$ cat config.mk
export PLATFORM = sky130hd
export DESIGN_NAME = cmos_reg_port
export DESIGN_NICKNAME = d
export VERILOG_FILES = /design/src/rtl/cmos_reg_port.sv
export SDC_FILE = /design/constraint.sdc
export NUM_CORES = 2
export LEC_CHECK = 0
export BUFFER_PORTS_ARGS = -buffer_cell sky130_fd_sc_hd__buf_4
export CELL_PAD_IN_SITES_DETAIL_PLACEMENT = 2
export CELL_PAD_IN_SITES_GLOBAL_PLACEMENT = 2
export CORE_ASPECT_RATIO = 0.6
export CORE_UTILIZATION = 47
export CTS_BUF_LIST = sky130_fd_sc_hd__clkbuf_16
export DETAILED_ROUTE_END_ITERATION = 8
export GPL_TIMING_DRIVEN = 1
export PLACE_DENSITY_LB_ADDON = 0.1
export SYNTH_ARGS = -nofsm -noshare
export SYNTH_HDL_FRONTEND = slang
export SYNTH_SLANG_ARGS = --single-unit
$ cat constraint.sdc
create_clock -name clk -period 3.35 [get_ports clk]
set_clock_uncertainty 0.2 [all_clocks]
set_input_delay 0.1675 -clock clk [delete_from_list [all_inputs] [get_ports clk]]
set_output_delay 0.1675 -clock clk [all_outputs]
set_load 0.02 [all_outputs]
$ cat src/rtl/cmos_reg_port.sv
module cmos_reg_port #(
  parameter logic [7:0] A_INIT = 8'h26,
  parameter logic [7:0] B_INIT = 8'h02,
  parameter logic [7:0] D_INIT = 8'h80,
  parameter int IDX_W = 7
) (
  input  logic             clk,
  input  logic             rst_n,
  input  logic             bus_sel,
  input  logic             bus_wr,
  input  logic             bus_addr,
  input  logic [7:0]       bus_wdata,
  output logic [7:0]       bus_rdata,
  input  logic             cal_wr,
  input  logic [IDX_W-1:0] cal_idx,
  input  logic [7:0]       cal_wdata,
  input  logic             upd_begin,
  input  logic             upd_end,
  input  logic             set_periodic,
  input  logic             set_alarm,
  input  logic             set_update,
  output logic [7:0]       reg_a_o,
  output logic [7:0]       reg_b_o,
  output logic             load_time_o,
  output logic             irq_o
);
  localparam int DEPTH = 1 << IDX_W;
  localparam logic [IDX_W-1:0] IX_A = IDX_W'(10);
  localparam logic [IDX_W-1:0] IX_B = IDX_W'(11);
  localparam logic [IDX_W-1:0] IX_C = IDX_W'(12);
  localparam logic [IDX_W-1:0] IX_D = IDX_W'(13);

  logic [7:0]       regs [DEPTH];
  logic [IDX_W-1:0] idx;
  logic             load_q;

  function automatic logic is_time(input logic [IDX_W-1:0] i);
    return (i == IDX_W'(0)) || (i == IDX_W'(2)) || (i == IDX_W'(4)) ||
           (i >= IDX_W'(6) && i <= IDX_W'(9));
  endfunction

  wire        wr_idx  = bus_sel & bus_wr & ~bus_addr;
  wire        wr_dat  = bus_sel & bus_wr & bus_addr;
  wire        rd_c    = bus_sel & ~bus_wr & bus_addr & (idx == IX_C);
  wire        any_set = set_periodic | set_alarm | set_update;
  wire [7:0]  set_bits = {any_set, set_periodic, set_alarm, set_update, 4'b0};
  wire [7:0]  c_reg   = regs[IX_C];
  wire        hold    = regs[IX_B][7];

  always_ff @(posedge clk or negedge rst_n) begin
    if (!rst_n) begin
      for (int i = 0; i < DEPTH; i++) regs[i] <= 8'h00;
      regs[IX_A] <= A_INIT;
      regs[IX_B] <= B_INIT;
      regs[IX_D] <= D_INIT;
      idx    <= '0;
      load_q <= 1'b0;
    end else begin
      load_q <= 1'b0;
      if (cal_wr && is_time(cal_idx)) regs[cal_idx] <= cal_wdata;
      if (upd_begin && !hold) regs[IX_A][7] <= 1'b1;
      else if (upd_end)       regs[IX_A][7] <= 1'b0;
      if (rd_c) regs[IX_C] <= set_bits;
      else      regs[IX_C] <= c_reg | set_bits;
      if (wr_idx) idx <= bus_wdata[IDX_W-1:0];
      if (wr_dat) begin
        if (idx == IX_A) begin
          regs[IX_A][6:0] <= bus_wdata[6:0];
        end else if (idx == IX_B) begin
          regs[IX_B] <= bus_wdata;
          if (bus_wdata[7]) regs[IX_A][7] <= 1'b0;
          if (hold && !bus_wdata[7]) load_q <= 1'b1;
        end else if (idx != IX_C && idx != IX_D) begin
          regs[idx] <= bus_wdata;
          if (is_time(idx) && !hold) load_q <= 1'b1;
        end
      end
    end
  end

  assign bus_rdata   = bus_addr ? regs[idx] : 8'hFF;
  assign reg_a_o     = regs[IX_A];
  assign reg_b_o     = regs[IX_B];
  assign load_time_o = load_q;
  assign irq_o       = c_reg[7];
endmodule


==> flow_summary.ini <==
[sta]
period_share_pct = 124
maxSlewHeadroom_pct = 28.9
rsz0062_at_grt = true
setup_viol = 13
fmax_ghz = 0.241
report.final.slew_viol_count = 0
worstMarginPinSlew_ns = 1.05
finalHoldViolCount = 0
period_needed_ns = 4.16
fin_ws_ns = -0.807

[global_routing]
antenna_found_initial = 9
grt_max_degree = 94
grt_pass1_wl_um = 267000
grt_busiest_layer = met2
use_met3_pct = 8.31
first_global_vias = 36444
gr-usage-met2_pct = 52.8
met1_usage_pct = 51.7
grt-ovfl-total = 0
grtUsageTotal_pct = 35.4

[routing]
first_iter_violations = 2892
drt_pass1_iterations = 5
drtAntennaViolNets = 0
drc = 0
wl_per_cell_um = 35.8
vias_per_cell = 6.48
routed_wl_um = 181000
vias = 32784

[floorplan]
die_h_um = 250
dieArea_um2 = 104000
die_x_um = 415
io_pins = 60
initial_utilization_pct = 47.7
row_count = 90
core_um2 = 101000

[logic_synthesis]
yosys_warnings = 0
synth_cells = 3357
yosys.cell_types.count = 70
async_flop_share_pct = 100
ys_seq_area_share_pct = 53.6
avgSynthCellArea_um2 = 14.4
ys.flop_type = dfrtp_1
ys_ff_latch = 1032
syn_area_um2 = 48200
syn-num-nets = 3391
synth_edf_count = 0

[min_path]
worstHoldPathCells = 3
worstHoldStart = set_periodic
holdPathEnd = c_reg[6]
min_path_type = in -> reg

[clocking]
cts_root_buffer = clkbuf_16
cts_sinks = 1032
cts_max_path_buffers = 3
worst_skew_pair.late_latency_ns = 0.73
htreeDepth = 3
path_clk_slew_ns = 0.07
cts_buffers = 99
cts_tree = built

[worst_setup_path]
cp.arrival_ns = 3.79
critPathMaxStageDelay_ns = 0.54
path_cells = buf_6, buf_12, mux4_2, mux2i_1, nor2_1, a2111oi_1, o41ai_1, nand4b_1, buf_4
reg2reg_setup_slack_ns = -0.02
crit_type = reg -> out
cp-end-kind = primary output
timing.rr.start = idx[1]
cpMaxStageDelayCell = dfrtp_4
critPathRequiredTime_ns = 2.98
r2r_cells = 9
path_max_fanout = 7
worstSetupStartpointType = register
timing.rr.end = regs[720]

[layout]
drive_above_1_share_pct = 47.2
fillers = 8967
top_register = regs
area_growth_syn_to_layout_pct = 16.4
largest_register_ffs = 1000
fin_util_pct = 55.5
final_nets = 3672

[run_status]
status = finished, violations left
violations = setup timing

[power_and_ir_drop]
p_switching_uw = 9190
ir_drop_mv = 0.465
p_leak_uw = 0.0267
pwr-share-clk_pct = 35.9
combPwrFrac_pct = 19.4
power.density_nw_per_um2 = 554
total_power_uw = 31100
switching_share_pct = 29.5
pwr-share-seq_pct = 44.7
p_int_uw = 21900

[placement]
dp_hpwl_um = 121000
numPortBuffers = 59
place_congestion = 0.918
detailedPlace.worstSlack_ns = -0.274

[flow_run]
cap_violations = 0
[Yosys cell counts, types with 8 or more instances]
master,number,share of area (%)
buf_1,10,0.078
dfrtp_1,1027,53
buf_4,35,0.55
mux2i_1,154,3.2
nand2b_1,9,0.12
a211oi_1,11,0.17
nor2_2,40,0.52
nand2_1,206,1.6
o22a_1,11,0.20
o21ai_0,108,1.1
o22ai_1,22,0.29
a32o_1,17,0.35
a22oi_1,25,0.39
nor2b_1,14,0.18
a21oi_1,43,0.45
nor2_1,89,0.69
o221ai_1,13,0.24
nor3_1,20,0.21
buf_6,8,0.19
nand3_1,24,0.25
mux2_2,870,20
mux2_1,13,0.30
mux4_2,236,11
buf_2,61,0.63
clkbuf_1,154,1.2
and2_1,9,0.12
[final cells by class]
cell class                 count  area, um2  area share [%]
antenna                        3       7.51          0.0134
clock buffer                 103       2580            4.59
clock inverter                79        517           0.921
inverter                       7       26.3          0.0468
multi-input combinational   2048      21200            37.8
sequential                  1032      25800            46.0
tap                         1334       1670            2.97
timing repair buffer         450       4250            7.57
[per-layer routing]
metal / routed length [um] / up-vias / part of all wire (%)
li1: - / 12994 / -
met1: 81400 / 18221 / 45
met2: 80500 / 1242 / 44
met3: 13800 / 327 / 7.6
met4: 5220 / 0 / 2.9
met5: 0 / - / 0
[cell families after synthesis]
| kind of cell | after synthesis | share of synthesized area (%) |
|---|---|---|
| flops | 1032 | 53.6 |
| mux | 1273 | 34.8 |
| xor+xnor | 1 | 0.0182 |
| simple gates | 469 | 4.65 |
| buf+inv | 277 | 2.75 |
| compound gates | 305 | 4.16 |
[power groups by stage]
stage	sequential, uW	clock (uW)	combinational [uW]
CTS	13900	11300	5900
global route	14000	11700	6270
finish	13900	11200	6040
floorplan	13800	0	3190
global placement	14000	0	5370
detailed placement	14100	0	5600
[through the flow]
stage,instance area [um2],setup TNS [ns],cells,hold WS (ns)
after floorplan,48200,0,3357,-0.328
after global placement,52100,-0.490,4811,0.0899
after detailed placement,52100,-0.641,4811,0.121
after CTS,56000,-5.74,5048,0.00765
after global routing,56100,-5.85,5053,0.0389
final,56100,-5.79,5056,0.0575
[layout by cell type (no fill, tap or decap), types with 7 or more instances in the layout]
cell / count
nand3_1: 23
nor3_1: 16
mux2i_1: 152
and2_1: 9
a21oi_1: 40
bufinv_16: 7
nor3_2: 7
mux2_2: 870
clkinv_1: 21
a22oi_1: 23
o22ai_1: 22
mux2_1: 13
nand2b_1: 8
a22o_1: 7
clkinv_2: 15
buf_12: 42
a32o_1: 17
inv_1: 38
buf_6: 10
nor2b_1: 12
dlygate4sd3_1: 44
dfrtp_1: 1022
clkbuf_16: 103
o22a_1: 11
nor2_2: 41
mux4_2: 236
nand2_1: 202
o21ai_0: 107
nor2_4: 7
nand2_2: 10
buf_4: 342
o221ai_1: 12
nor2_1: 88
a211oi_1: 9
[what timing repair did]
item,CTS,global route
resized for setup,40,20
cloned,2,0
setup buffers,10,5
hold endpoints to repair,659,0
pin swaps,9,10
hold buffers,45,0
setup endpoints to repair,15,30
[worst max-delay path by stage]
| stage | startpoint | end | slack (ns) |
|---|---|---|---|
| 2_1_floorplan | idx[0] | bus_rdata[1] | 0.63 |
| 3_3_place_gp | idx[0] | bus_rdata[4] | -0.28 |
| 3_5_place_dp | idx[0] | bus_rdata[6] | -0.27 |
| 4_1_cts | idx[0] | bus_rdata[4] | -0.80 |
| 5_1_grt | idx[0] | bus_rdata[2] | -0.78 |
| 6_report | idx[0] | bus_rdata[5] | -0.81 |
[critical path: cells and delay by family, from the launching register on]
kind | cells | cell delay (ns)
AO/OA/AOI/OAI | 2 | 0.80
buffers and inverters | 3 | 0.52
flip-flops | 1 | 0.54
multiplexers | 2 | 0.78
AND/OR/NAND/NOR | 2 | 0.43
Power figures use the tool's default switching activity.
